$ cat config.mk
export PLATFORM = sky130hd
export DESIGN_NAME = serial_cfg_loader
export DESIGN_NICKNAME = d
export VERILOG_FILES = /design/src/rtl/scl_pkg.sv /design/src/rtl/scl_sync.sv /design/src/rtl/scl_shift.sv /design/src/rtl/scl_ctrl.sv /design/src/rtl/serial_cfg_loader.sv
export SDC_FILE = /design/constraint.sdc
export NUM_CORES = 1
export LEC_CHECK = 0
export ABC_CLOCK_PERIOD_IN_PS = 2250
export BUFFER_PORTS_ARGS = -buffer_cell sky130_fd_sc_hd__buf_4
export CORE_MARGIN = 4
export CORE_UTILIZATION = 30
export CTS_CLUSTER_DIAMETER = 40
export DETAILED_ROUTE_END_ITERATION = 16
export GPL_TIMING_DRIVEN = 0
export PLACE_DENSITY = 0.5
export SYNTH_ARGS = -nofsm -noshare
export SYNTH_HDL_FRONTEND = slang
export SYNTH_HIERARCHICAL = 1
export SYNTH_SLANG_ARGS = --single-unit
$ cat constraint.sdc
create_clock -name clk -period 2.25 [get_ports clk]
set_clock_uncertainty 0.15 [all_clocks]
set_input_delay 0.225 -clock clk [delete_from_list [all_inputs] [get_ports clk]]
set_output_delay 0.225 -clock clk [all_outputs]
set_load 0.05 [all_outputs]
$ cat src/rtl/scl_pkg.sv
package scl_pkg;

  // Strobes from the control FSM to the pin datapath
  typedef struct packed {
    logic load;    // capture a new byte, reset bit count
    logic clkHi;   // raise the configuration clock
    logic clkLo;   // drop the configuration clock
    logic putBit;  // drive next MSB onto the data pin
    logic progLo;  // assert the program line
    logic progHi;  // release the program line
  } scl_strobe_t;

  typedef enum logic [2:0] {
    S_IDLE, S_PROG, S_INIT, S_WAITB, S_HI, S_LO, S_TRAIL, S_DONE
  } scl_state_t;

endpackage

$ cat src/rtl/scl_sync.sv
module scl_sync #(
  parameter int WIDTH = 2
) (
  input  logic             clk,
  input  logic             rstN,
  input  logic [WIDTH-1:0] asyncIn,
  output logic [WIDTH-1:0] syncOut
);
  logic [WIDTH-1:0] stage1;

  always_ff @(posedge clk or negedge rstN) begin
    if (!rstN) begin
      stage1  <= '0;
      syncOut <= '0;
    end else begin
      stage1  <= asyncIn;
      syncOut <= stage1;
    end
  end
endmodule

$ cat src/rtl/scl_shift.sv
module scl_shift
  import scl_pkg::*;
#(
  parameter int BYTE_W = 8
) (
  input  logic              clk,
  input  logic              rstN,
  input  scl_strobe_t       strobe,
  input  logic [BYTE_W-1:0] byteIn,
  output logic              progN,
  output logic              cfgClk,
  output logic              cfgData,
  output logic              lastBit
);
  localparam int CW = $clog2(BYTE_W + 1);

  logic [BYTE_W-1:0] shReg;
  logic [CW-1:0]     bitCnt;

  always_ff @(posedge clk or negedge rstN) begin
    if (!rstN) begin
      progN   <= 1'b1;
      cfgClk  <= 1'b0;
      cfgData <= 1'b0;
      shReg   <= '0;
      bitCnt  <= '0;
    end else begin
      if (strobe.progLo) progN <= 1'b0;
      if (strobe.progHi) progN <= 1'b1;
      if (strobe.clkHi)  cfgClk <= 1'b1;
      if (strobe.clkLo)  cfgClk <= 1'b0;
      if (strobe.load) begin
        shReg  <= byteIn;
        bitCnt <= '0;
      end else if (strobe.putBit) begin
        cfgData <= shReg[BYTE_W-1];
        shReg   <= {shReg[BYTE_W-2:0], 1'b0};
        bitCnt  <= bitCnt + CW'(1);
      end
    end
  end

  assign lastBit = (bitCnt == CW'(BYTE_W));
endmodule

$ cat src/rtl/scl_ctrl.sv
module scl_ctrl
  import scl_pkg::*;
#(
  parameter int PROG_CYC   = 8,
  parameter int INIT_GAP   = 4,
  parameter int DONE_GAP   = 24,
  parameter int HALF_CYC   = 2,
  parameter int POLL_TRIES = 100
) (
  input  logic        clk,
  input  logic        rstN,
  input  logic        start,
  input  logic        byteValid,
  input  logic        endStream,
  input  logic        initOk,
  input  logic        doneOk,
  input  logic        lastBit,
  output scl_strobe_t strobe,
  output logic        byteReady,
  output logic        busy,
  output logic        success,
  output logic        initTimeout,
  output logic        doneTimeout
);
  localparam int M1   = (PROG_CYC > INIT_GAP) ? PROG_CYC : INIT_GAP;
  localparam int M2   = (DONE_GAP > HALF_CYC) ? DONE_GAP : HALF_CYC;
  localparam int TMAX = (M1 > M2) ? M1 : M2;
  localparam int TW   = $clog2(TMAX + 1);
  localparam int NW   = (POLL_TRIES > 1) ? $clog2(POLL_TRIES) : 1;

  scl_state_t    state, nState;
  logic [TW-1:0] timer, nTimer;
  logic [NW-1:0] tries, nTries;
  logic          pendEnd, nPend;
  logic          setOk, setInitTo, setDoneTo, clrStat;

  always_comb begin
    strobe    = '0;
    nState    = state;
    nTimer    = timer;
    nTries    = tries;
    nPend     = pendEnd;
    setOk     = 1'b0;
    setInitTo = 1'b0;
    setDoneTo = 1'b0;
    clrStat   = 1'b0;
    byteReady = (state == S_WAITB) && !pendEnd;
    if (endStream && (state == S_WAITB || state == S_HI || state == S_LO)) nPend = 1'b1;
    case (state)
      S_IDLE: if (start) begin
        strobe.progLo = 1'b1;
        clrStat = 1'b1;
        nPend   = 1'b0;
        nTimer  = TW'(PROG_CYC - 1);
        nState  = S_PROG;
      end
      S_PROG: if (timer != '0) nTimer = timer - TW'(1);
      else begin
        strobe.progHi = 1'b1;
        nTimer = '0;
        nTries = '0;
        nState = S_INIT;
      end
      S_INIT: if (timer != '0) nTimer = timer - TW'(1);
      else if (initOk) nState = S_WAITB;
      else if (tries == NW'(POLL_TRIES - 1)) begin
        setInitTo = 1'b1;
        strobe.progHi = 1'b1;
        strobe.clkLo  = 1'b1;
        nState = S_IDLE;
      end else begin
        nTries = tries + NW'(1);
        nTimer = TW'(INIT_GAP - 1);
      end
      S_WAITB: if (byteReady && byteValid) begin
        strobe.load  = 1'b1;
        strobe.clkHi = 1'b1;
        nTimer = TW'(HALF_CYC - 1);
        nState = S_HI;
      end else if (pendEnd || endStream) begin
        strobe.clkHi = 1'b1;
        nTimer = TW'(HALF_CYC - 1);
        nState = S_TRAIL;
      end
      S_HI: begin
        if (timer == TW'(HALF_CYC - 1)) strobe.putBit = 1'b1;
        if (timer != '0) nTimer = timer - TW'(1);
        else begin
          strobe.clkLo = 1'b1;
          nTimer = TW'(HALF_CYC - 1);
          nState = S_LO;
        end
      end
      S_LO: if (timer != '0) nTimer = timer - TW'(1);
      else if (lastBit) nState = S_WAITB;
      else begin
        strobe.clkHi = 1'b1;
        nTimer = TW'(HALF_CYC - 1);
        nState = S_HI;
      end
      S_TRAIL: if (timer != '0) nTimer = timer - TW'(1);
      else begin
        strobe.clkLo = 1'b1;
        nTimer = '0;
        nTries = '0;
        nState = S_DONE;
      end
      S_DONE: if (timer != '0) nTimer = timer - TW'(1);
      else if (doneOk) begin
        setOk  = 1'b1;
        nState = S_IDLE;
      end else if (tries == NW'(POLL_TRIES - 1)) begin
        setDoneTo = 1'b1;
        nState = S_IDLE;
      end else begin
        nTries = tries + NW'(1);
        nTimer = TW'(DONE_GAP - 1);
      end
      default: nState = S_IDLE;
    endcase
  end

  always_ff @(posedge clk or negedge rstN) begin
    if (!rstN) begin
      state       <= S_IDLE;
      timer       <= '0;
      tries       <= '0;
      pendEnd     <= 1'b0;
      success     <= 1'b0;
      initTimeout <= 1'b0;
      doneTimeout <= 1'b0;
    end else begin
      state   <= nState;
      timer   <= nTimer;
      tries   <= nTries;
      pendEnd <= nPend;
      if (clrStat) begin
        success     <= 1'b0;
        initTimeout <= 1'b0;
        doneTimeout <= 1'b0;
      end
      if (setOk)     success     <= 1'b1;
      if (setInitTo) initTimeout <= 1'b1;
      if (setDoneTo) doneTimeout <= 1'b1;
    end
  end

  assign busy = (state != S_IDLE);
endmodule

$ cat src/rtl/serial_cfg_loader.sv
module serial_cfg_loader
  import scl_pkg::*;
#(
  parameter int BYTE_W     = 8,
  parameter int INIT_GAP   = 4,
  parameter int DONE_GAP   = 6 * INIT_GAP,
  parameter int PROG_CYC   = 2 * INIT_GAP,
  parameter int HALF_CYC   = 2,
  parameter int POLL_TRIES = 100
) (
  input  logic              clk,
  input  logic              rstN,
  input  logic              start,
  input  logic [BYTE_W-1:0] byteData,
  input  logic              byteValid,
  output logic              byteReady,
  input  logic              endStream,
  output logic              progN,
  output logic              cfgClk,
  output logic              cfgData,
  input  logic              initIn,
  input  logic              doneIn,
  output logic              busy,
  output logic              success,
  output logic              initTimeout,
  output logic              doneTimeout
);
  scl_strobe_t strobe;
  logic [1:0]  pinSync;
  logic        lastBit;

  scl_sync #(.WIDTH(2)) u_sync (
    .clk(clk), .rstN(rstN), .asyncIn({doneIn, initIn}), .syncOut(pinSync)
  );

  scl_ctrl #(
    .PROG_CYC(PROG_CYC), .INIT_GAP(INIT_GAP), .DONE_GAP(DONE_GAP),
    .HALF_CYC(HALF_CYC), .POLL_TRIES(POLL_TRIES)
  ) u_ctrl (
    .clk(clk), .rstN(rstN), .start(start), .byteValid(byteValid),
    .endStream(endStream), .initOk(pinSync[0]), .doneOk(pinSync[1]),
    .lastBit(lastBit), .strobe(strobe), .byteReady(byteReady), .busy(busy),
    .success(success), .initTimeout(initTimeout), .doneTimeout(doneTimeout)
  );

  scl_shift #(.BYTE_W(BYTE_W)) u_shift (
    .clk(clk), .rstN(rstN), .strobe(strobe), .byteIn(byteData),
    .progN(progN), .cfgClk(cfgClk), .cfgData(cfgData), .lastBit(lastBit)
  );
endmodule

==> flow_metrics.tcl, run 1 <==
set metrics [dict create \
    first_global_vias 1897 \
    postRouteAntennaNets 0 \
    maxSlewHeadroom_pct 61.4 \
    r2r_slack_ns 0.06 \
    critPathKind "register to register" \
    endpoint_kind "register" \
    syn_area_per_cell_sq_um 8.91 \
    cts_root_buffer "clkbuf_8" \
    yosys-top-cells-area "dfrtp_1, nand2_1, mux2i_1" \
    cellPowerDensity_nw_per_um2 1240 \
    synth_seq_area_share_pct 42.1 \
    n_antenna_cell 0 \
    worstPathRequired_ns 2.28 \
    status "finished clean" \
    ys_ff_latch 38 \
    coreArea_sq_um 7290 \
    wire_per_inst_um 14.6 \
    rows 31 \
    synth_cells 254 \
    startpoint_type "register" \
    p_total_uw 3650 \
    worstSetupStartpoint "u_ctrl/timer[0]" \
    dieArea_sq_um 9000 \
    num-fill-cells 765 \
    r2r_start "u_ctrl/timer[0]" \
    leakage_uw 0.00124 \
    clock_latency_ns 0.30 \
    synth_area_sq_um 2260 \
    antenna_found_initial 0 \
    dp_cells 375 \
    arrival_ns 2.22 \
    place_congestion 0.926 \
    synth_edf_count 0 \
    netlist.area_leader.share_pct 40.9 \
    max-cap-violations 0 \
    finalNetCount 324 \
    syn2layout_area_growth_pct 30.5 \
    port_buffers 22 \
    yosysUniqueCellTypes 54 \
    cts_tree "built" \
    grt_start_max_net_pins 39 \
    hpwl_um 4110 \
    yosysWarnings 6 \
    synthArstFlopShare_pct 100 \
    path_depth 7 \
    final_common_cell "dfrtp_1" \
    cp_cell_sequence "inv_2 > ha_2 > or4b_4 > o31ai_1 > and2_4 > o2111ai_1 > o21a_1" \
    yosys.area.top_type "dfrtp_1" \
    crit_path_top_delay_cell "or4b_4" \
    fmax_mhz 456 \
    ios 23 \
    cpPeakStageDelay_ns 0.54 \
    path_delay_family "simple AND/OR/NAND/NOR gates" \
    maxSlewViolCount 0 \
    track_usage_pct 13.8 \
    cts-htree-levels 2 \
    finalCritPeriodShare_pct 97.4 \
    vias 2012 \
    drtIter0Drc 113 \
    cp_max_fo 6 \
    cts_buffers 5 \
    drive_gt1_share_pct 24.4 \
    die_w_um 94.9 \
    grt_overflow 0 \
    drt-total-wl_um 5860 \
    grt_pass1_wl_um 9580 \
    whs_ns 0.0134 \
    most-common-layout-cells "dfrtp_1, buf_4, nand2_1" \
    final_cells 402 \
    synth_nets 275 \
    worst_pin_slew_ns 0.575 \
    endpoint "u_ctrl/state[0]" \
    ys.flop_type "dfrtp_1" \
    hold_class "input pin to register" \
    reg2reg_to "u_ctrl/state[0]" \
    drc 0 \
    finalSetupViolations 0 \
    hold_viol 0 \
    post-route-min-period_ns 2.19 \
    fp.dieH_um 94.9 \
    start_util_pct 31.0 \
    worstRegToRegCells 7 \
    vias_per_cell 5.00 \
    vdd_drop_max_v 0.000660 \
    firstDrtPassIters 4 \
    clock_sinks 38 \
    clkTransAtPathRegs_ns 0.08 \
    cts_max_path_buffers 2 \
    path_buf_inv 1 \
]
==> metal layers <==
metal  track usage, %  share of wire, %
met1             19.1                50
met2             21.0                45
met3             2.63               3.5
met4             5.65               1.8
met5                0                 0
==> sequential cells by signal (all words and copies together), names as in the netlist <==
signal              flops
u_ctrl/state            3
u_shift/cfgData         1
u_shift/progN           1
u_sync/stage1           2
u_ctrl/timer            5
u_shift/bitCnt          4
u_ctrl/pendEnd          1
u_ctrl/initTimeout      1
u_ctrl/tries            7
u_shift/shReg           8
u_shift/cfgClk          1
u_ctrl/success          1
u_ctrl/doneTimeout      1
u_sync/syncOut          2
==> logic make-up after synthesis <==
group,after synthesis,share of synthesized area (%)
xor+xnor,2,0.774
compound gates,66,18.5
mux,14,6.36
flops,38,42.1
simple gates,103,23.8
buf+inv,25,5.25
fa+ha+maj,6,3.32
==> worst min-delay path by stage <==
| stage | start | end | slack (ns) | depth (start not counted) |
|---|---|---|---|---|
| floorplan | rstN | u_ctrl/doneTimeout | -0.22 | 0 |
| global route | byteData[4] | u_shift/shReg[4] | 0.03 | 3 |
| finish | byteData[4] | u_shift/shReg[4] | 0.01 | 3 |
| detailed placement | rstN | u_ctrl/tries[6] | 0.08 | 1 |
| global placement | rstN | u_ctrl/tries[6] | 0.08 | 1 |
| CTS | byteData[4] | u_shift/shReg[4] | 0.007 | 3 |
==> worst reg2reg max path: cells and delay by family (launching register included) <==
kind | cells | cell delay [ns]
flops | 1 | 0.39
compound gates | 3 | 0.46
fa+ha+maj | 1 | 0.19
simple gates | 2 | 0.80
buf+inv | 1 | 0.08
==> timing repair <==
item                                    4_1_cts  5_1_grt
resized for setup                            17       14
cloned                                        0        1
pin swaps                                     0        1
endpoints found under the setup margin       23       22
hold buffers                                 10        0
hold endpoints to repair                     46        0
setup buffers                                 2        8
==> power by group <==
| part | total [uW] | switching [uW] | internal [uW] |
|---|---|---|---|
| registers | 1140 | 211 | 928 |
| clock network | 608 | 253 | 355 |
| logic | 1910 | 1070 | 839 |
| total | 3650 | 1530 | 2120 |
==> synth_stat cells, types with 6 or more instances <==
cell      count
o21ai_0      12
ha_1          6
nand2_1      30
a21oi_1      12
nor2_1       25
dfrtp_1      37
nand2b_1     10
inv_1         8
mux2i_1      11
buf_2         8
o21ai_1      10
==> metrics by stage <==
step           worst slack [ns]  cell area, sq um  util, %  TNS, ns
6_report                 0.0584              2950     40.5        0
3_5_place_dp             -0.195              2570     35.2    -1.72
3_3_place_gp             -0.190              2570     35.2    -1.08
2_1_floorplan            0.0108              2280        -        0
4_1_cts                 -0.0208              2850     39.0  -0.0387
5_1_grt                 -0.0105              2950     40.5  -0.0137
==> layout make-up <==
| cell class | count | area, sq um | area share [%] |
|---|---|---|---|
| Tap cell | 99 | 124 | 4.19 |
| Clock buffer | 6 | 82.6 | 2.80 |
| Inverter | 8 | 30.0 | 1.02 |
| Buffer | 16 | 105 | 3.56 |
| Clock inverter | 1 | 30.0 | 1.02 |
| Timing Repair Buffer | 43 | 345 | 11.7 |
| Sequential cell | 38 | 952 | 32.2 |
| Multi-Input combinational cell | 191 | 1280 | 43.5 |
(Power assumes the default switching activity.)
==> run 2: changes to the inputs <==
--- a/config.mk
+++ b/config.mk
@@ -5,14 +5,14 @@
 export SDC_FILE = /design/constraint.sdc
 export NUM_CORES = 1
 export LEC_CHECK = 0
-export ABC_CLOCK_PERIOD_IN_PS = 2250
+export ABC_CLOCK_PERIOD_IN_PS = 2600
 export BUFFER_PORTS_ARGS = -buffer_cell sky130_fd_sc_hd__buf_4
 export CORE_MARGIN = 4
 export CORE_UTILIZATION = 30
 export CTS_CLUSTER_DIAMETER = 40
 export DETAILED_ROUTE_END_ITERATION = 16
 export GPL_TIMING_DRIVEN = 0
-export PLACE_DENSITY = 0.5
+export PLACE_DENSITY = 0.48
 export SYNTH_ARGS = -nofsm -noshare
 export SYNTH_HDL_FRONTEND = slang
 export SYNTH_HIERARCHICAL = 1
==> constraint.sdc (replaced) <==
create_clock -name clk -period 2.6 [get_ports clk]
set_clock_uncertainty 0.15 [all_clocks]
set_input_delay 0.26 -clock clk [delete_from_list [all_inputs] [get_ports clk]]
set_output_delay 0.26 -clock clk [all_outputs]
set_load 0.05 [all_outputs]
==> run 2 against run 1 <==
Effect of this change:
- sequential share of layout area increased by 3.1 points
- critical endpoint is now u_ctrl/timer[2]
- register-to-register slack improved by 0.15 ns
- sequential cell count unchanged
- worst setup slack improved by 0.15 ns
- largest power group unchanged
- first-iteration DRC count increased by 16%
- clock power decreased by 25%
- hold slack got worse by 0.0043 ns
- critical path depth increased by 1
- core utilization decreased by 3.6 points
- total power decreased by 21%
- critical path type unchanged
==> flow_metrics.tcl, run 2 (synthesis gave the netlist of run 1 again) <==
set metrics [dict create \
    clkTransAtPathRegs_ns 0.09 \
    worstRegToRegCells 8 \
    reg2reg_to "u_ctrl/timer[2]" \
    wire_per_inst_um 15.3 \
    final_cell_area_sq_um 2690 \
    drc 0 \
    fp.dieH_um 94.9 \
    drtIter0Drc 131 \
    first_global_vias 1979 \
    ios 23 \
    die_w_um 94.9 \
    max-cap-violations 0 \
    postRouteAntennaNets 0 \
    finalNetCount 307 \
    maxSlewViolCount 0 \
    postCtsSetupBuffers 0 \
    cts_tree "built" \
    reg_top3 "u_shift/shReg (8), u_ctrl/tries (7), u_ctrl/timer (5)" \
    r2r_start "u_ctrl/timer[0]" \
    grt_pass1_wl_um 9970 \
    place_congestion 0.801 \
    coreArea_sq_um 7290 \
    n_antenna_cell 0 \
    final_common_cell "dfrtp_1" \
    worst_pin_slew_ns 0.861 \
    cts_max_path_buffers 2 \
    drt-total-wl_um 5890 \
    cts_buffers 5 \
    cellPowerDensity_nw_per_um2 1070 \
    rows 31 \
    fmax_mhz 418 \
    arrival_ns 2.44 \
    start_util_pct 31.0 \
    hpwl_um 4190 \
    rsz0062_at_grt "false" \
    largest_reg_flops 8 \
    hold_end "u_shift/shReg[2]" \
    endpoint_kind "register" \
    finalCritPeriodShare_pct 92.1 \
    leakage_uw 0.00112 \
    hold_viol 0 \
    cts_root_buffer "clkbuf_8" \
    cp_max_fo 10 \
    port_buffers 22 \
    startpoint_type "register" \
    largest_register "u_shift/shReg" \
    fin_util_pct 36.9 \
    fin_setup_tns_ns 0 \
    dp_cells 375 \
    place_area_sq_um 2570 \
    worstPathRequired_ns 2.65 \
    cts-htree-levels 2 \
    critPathKind "register to register" \
    final_cells 386 \
    dieArea_sq_um 9000 \
    antenna_found_initial 0 \
    post-route-min-period_ns 2.39 \
    holdPathStages 3 \
    finalSetupViolations 0 \
    drive_gt1_share_pct 17.1 \
    min-delay-start "byteData[2]" \
    whs_ns 0.00905 \
    hold_class "input pin to register" \
    clock_sinks 38 \
    grt_start_max_net_pins 39 \
    maxSlewHeadroom_pct 42.1 \
    clock_latency_ns 0.31 \
    vias 1950 \
    status "finished clean" \
    most-common-layout-cells "dfrtp_1, nand2_1, nor2_1" \
    r2r_slack_ns 0.21 \
    grt_overflow 0 \
    vias_per_cell 5.05 \
    num-fill-cells 786 \
    firstDrtPassIters 4 \
    syn2layout_area_growth_pct 19.0 \
    track_usage_pct 14.4 \
    vdd_drop_max_v 0.000370 \
]
run 2: area by class of cell:
cell class | instances | area [sq um] | area share, %
multi-input cells | 191 | 1210 | 44.8
flip-flops and latches | 38 | 952 | 35.3
clock inverters | 2 | 12.5 | 0.464
clock buffers | 6 | 82.6 | 3.07
inverters | 8 | 30.0 | 1.11
plain buffers | 17 | 90.1 | 3.34
repair buffers | 25 | 195 | 7.25
well taps | 99 | 124 | 4.60
run 2: what timing repair did:
item                                    CTS  global route
hold buffers                              3             0
gates resized for setup                   0             3
endpoints found under the setup margin    0             7
endpoints found under the hold margin    39             0
run 2: power breakdown:
part	internal, uW	switching (uW)	total (uW)
Clock	214	241	455
Sequential	803	183	986
Combinational	570	859	1430
run 2: worst max path at each step:
stage	depth (start not counted)	slack, ns	end	startpoint
2_1_floorplan	6	0.36	u_ctrl/timer[2]	u_ctrl/state[0]
3_3_place_gp	8	0.16	u_ctrl/timer[2]	u_ctrl/timer[0]
3_5_place_dp	8	0.15	u_ctrl/timer[2]	u_ctrl/timer[0]
4_1_cts	8	0.13	u_ctrl/timer[2]	u_ctrl/timer[0]
5_1_grt	7	0.04	u_ctrl/tries[2]	u_ctrl/tries[0]
6_report	8	0.21	u_ctrl/timer[2]	u_ctrl/timer[0]
run 2: layer usage:
layer  track usage [%]  routed length, um  vias up  share of wire (%)
met1              18.9               2750      914                 47
met4              4.09                 66        0                1.1
met5                 0                  0        -                  0
met2              23.3               2740       57                 47
li1                  -                  -      974                  -
met3              3.82                331        5                5.6
run 2: stage by stage:
step	setup WS (ns)	power, uW
CTS	0.133	2880
global placement	0.163	2410
global route	0.0420	3130
floorplan	0.361	2030
detailed placement	0.151	2410
finish	0.206	2870
run 2: worst max-delay path: stages (launching register included):
cell	delay [ns]
dfrtp_1	0.44
inv_2	0.12
ha_1	0.19
or4b_1	0.42
buf_2	0.20
buf_2	0.21
o211ai_1	0.17
o21ai_1	0.09
mux2_1	0.29
==> run 3: changes to the inputs <==
--- a/config.mk
+++ b/config.mk
@@ -5,6 +5,7 @@
 export SDC_FILE = /design/constraint.sdc
 export NUM_CORES = 1
 export LEC_CHECK = 0
+export ABC_AREA = 1
 export ABC_CLOCK_PERIOD_IN_PS = 2600
 export BUFFER_PORTS_ARGS = -buffer_cell sky130_fd_sc_hd__buf_4
 export CORE_MARGIN = 4
==> run 3 against run 2 <==
Effect of this change:
- total power up 2.2%
- combinational power up 8%
- synthesized area up 1.1%
- critical endpoint is now u_shift/shReg[7]
- synthesized cell count up 17%
- clock power up 15%
- hold slack better by 0.022 ns
- global-route usage down 1.8 points
- largest cell class unchanged
- sequential share of layout area down 0.49 points
==> flow_metrics.tcl, run 3 <==
set metrics [dict create \
    syn2layout_area_growth_pct 19.4 \
    rsz0062_at_grt "false" \
    clock_sinks 38 \
    synth_common_cells "nand2_1, dfrtp_1, nor2_1, nand3_1, inv_1" \
    largest_register "u_shift/shReg" \
    fin_util_pct 37.3 \
    most-common-layout-cells "nand2_1, dfrtp_1, nor2_1" \
    critPathKind "register to register" \
    die_w_um 95.3 \
    path_delay_family "simple AND/OR/NAND/NOR gates" \
    synth_edf_count 0 \
    status "finished clean" \
    first_global_vias 1917 \
    hold_viol 0 \
    yosysWarnings 6 \
    cts_root_buffer "clkbuf_8" \
    synthArstFlopShare_pct 100 \
    cpPeakStageDelay_ns 0.39 \
    cp_max_fo 10 \
    netlist.area_leader.share_pct 40.5 \
    yosys.area.top_type "dfrtp_1" \
    vias 1992 \
    grt_start_max_net_pins 39 \
    start_util_pct 31.2 \
    grt_pass1_wl_um 8900 \
    path_buf_inv 4 \
    synth_cells 297 \
    antenna_found_initial 0 \
    n_antenna_cell 0 \
    final_cells 430 \
    cellPowerDensity_nw_per_um2 1070 \
    cts-htree-levels 2 \
    wire_per_inst_um 12.1 \
    finalNetCount 351 \
    cts_tree "built" \
    place_congestion 0.820 \
    crit_path_top_delay_cell "nor3_1" \
    postRouteAntennaNets 0 \
    synth.most_common_cell "nand2_1" \
    endpoint_kind "register" \
    worstPathRequired_ns 2.63 \
    vdd_drop_max_v 0.000317 \
    largest_reg_flops 8 \
    drc 0 \
    ys.flop_type "dfrtp_1" \
    arrival_ns 2.16 \
    clkTransAtPathRegs_ns 0.08 \
    yosysUniqueCellTypes 32 \
    reg_top3 "u_shift/shReg (8), u_ctrl/tries (7), u_ctrl/timer (5)" \
    yosys-top-cells-area "dfrtp_1, nand2_1, nor2_1" \
    layout_setup_ws_ns 0.470 \
    dieArea_sq_um 9090 \
    synth_top_family_by_area "simple AND/OR/NAND/NOR gates" \
    firstDrtPassIters 4 \
    hold_class "input pin to register" \
    clock_latency_ns 0.30 \
    swShare_pct 47.4 \
    cts-hold-fix-buffers 4 \
    worstRegToRegCells 9 \
    track_usage_pct 12.6 \
    seq_power_share_pct 29.4 \
    synth_xor_area_share_pct 2.68 \
    synth_seq_area_share_pct 41.6 \
    postCtsSetupBuffers 0 \
    coreArea_sq_um 7330 \
    port_buffers 22 \
    drt-total-wl_um 5220 \
    fin_setup_tns_ns 0 \
    holdPathStages 3 \
    synth_area_sq_um 2290 \
    cts_buffers 5 \
    finalCritPeriodShare_pct 81.9 \
    regArea_sq_um 952 \
    num-fill-cells 773 \
    comb_power_share_pct 52.8 \
    final_common_cell "nand2_1" \
    cts_max_path_buffers 2 \
    place_ws_ns 0.460 \
    max-cap-violations 0 \
    maxSlewHeadroom_pct 66.7 \
    drtIter0Drc 60 \
    syn_area_per_cell_sq_um 7.71 \
    post-route-min-period_ns 2.13 \
    fmax_mhz 469 \
    cts_resized 0 \
    ios 23 \
    synth_nets 318 \
    power_switching_uw 1390 \
    grt_overflow 0 \
    multi_input_area_sq_um 1190 \
    drive_gt1_share_pct 23.0 \
    synth-simple-area-share_pct 37.7 \
    dp_cells 418 \
    crit_top_cell "nand2_2" \
    p_int_uw 1540 \
    synthMuxAreaShare_pct 0 \
    synth-compound-area-share_pct 8.20 \
    fp.dieH_um 95.3 \
    finalSetupViolations 0 \
    rows 31 \
    hpwl_um 3940 \
    synthAdderAreaFrac_pct 3.28 \
    cp_cell_sequence "buf_4 > nand2_2 > inv_2 > nand2_2 > nor3_1 > buf_2 > inv_1 > nand2_1 > o211ai_1" \
    leakage_uw 0.00133 \
    ys_ff_latch 38 \
    path_depth 9 \
    maxSlewViolCount 0 \
    clkPwrFrac_pct 17.8 \
    vias_per_cell 4.63 \
    startpoint_type "register" \
    worst_pin_slew_ns 0.499 \
]
-- run 3: changes by cell type after synthesis, moves of 6 or more --
| cell | change |
|---|---|
| nand2_1 | +62 |
| nand3_1 | +19 |
| mux2i_1 | -11 |
| inv_1 | +10 |
| nand2b_1 | -10 |
| inv_2 | +8 |
| a21oi_1 | -7 |
| nand2_2 | +7 |
| nor2_2 | +7 |
| buf_2 | -6 |
-- run 3: layout make-up --
type	count	area share, %
clock buffer	5	2.52
sequential	38	34.9
multi-input combinational	226	43.5
tap	99	4.54
buffer	7	1.88
clock inverter	3	1.65
inverter	26	3.57
timing repair buffer	26	7.51
-- run 3: final timing paths --
check | from | end | slack (ns)
worst max-delay path | u_ctrl/state[0] | u_shift/shReg[7] | 0.47
worst min-delay path | byteData[4] | u_shift/shReg[4] | 0.03
worst max register to register | u_ctrl/state[0] | u_shift/shReg[7] | 0.47
worst min register to register | u_sync/stage1[1] | u_sync/syncOut[1] | 0.21
max in group asynchronous | rstN | u_shift/progN | 1.61
min in group asynchronous | rstN | u_shift/shReg[3] | 0.32
-- run 3: layer usage --
layer	GRT usage (%)	share of wire, %	up-vias
li1	-	-	1025
met1	16.7	49	918
met2	19.7	45	38
met3	2.92	4.0	11
met4	4.81	2.0	0
met5	0	0	-
-- run 3: worst reg2reg max path: stages (launching register included) --
cell and delay, ns:
dfrtp_1 0.33, buf_4 0.18, nand2_2 0.13, inv_2 0.08, nand2_2 0.09, nor3_1 0.39
buf_2 0.31, inv_1 0.11, nand2_1 0.15, o211ai_1 0.10
-- run 3: kinds of logic after synthesis --
group | Yosys count
adder cells (fa/ha/maj) | 6
XOR/XNOR | 7
AO/OA/AOI/OAI | 32
flip-flops | 38
buffers and inverters | 33
AND/OR/NAND/NOR | 181
-- run 3: power by group through the flow --
stage	clock network, uW	registers [uW]	logic, uW
floorplan	0	1010	1040
finish	522	863	1550
detailed placement	0	874	1560
CTS	546	863	1570
global placement	0	871	1570
global route	564	885	1750
-- run 3: per-stage QoR --
stage | power (uW) | hold WS, ns | instance area [sq um]
2_1_floorplan | 2050 | -0.186 | 2290
3_3_place_gp | 2440 | 0.120 | 2580
3_5_place_dp | 2440 | 0.122 | 2580
4_1_cts | 2980 | 0.0247 | 2730
5_1_grt | 3200 | 0.0221 | 2730
6_report | 2930 | 0.0315 | 2730
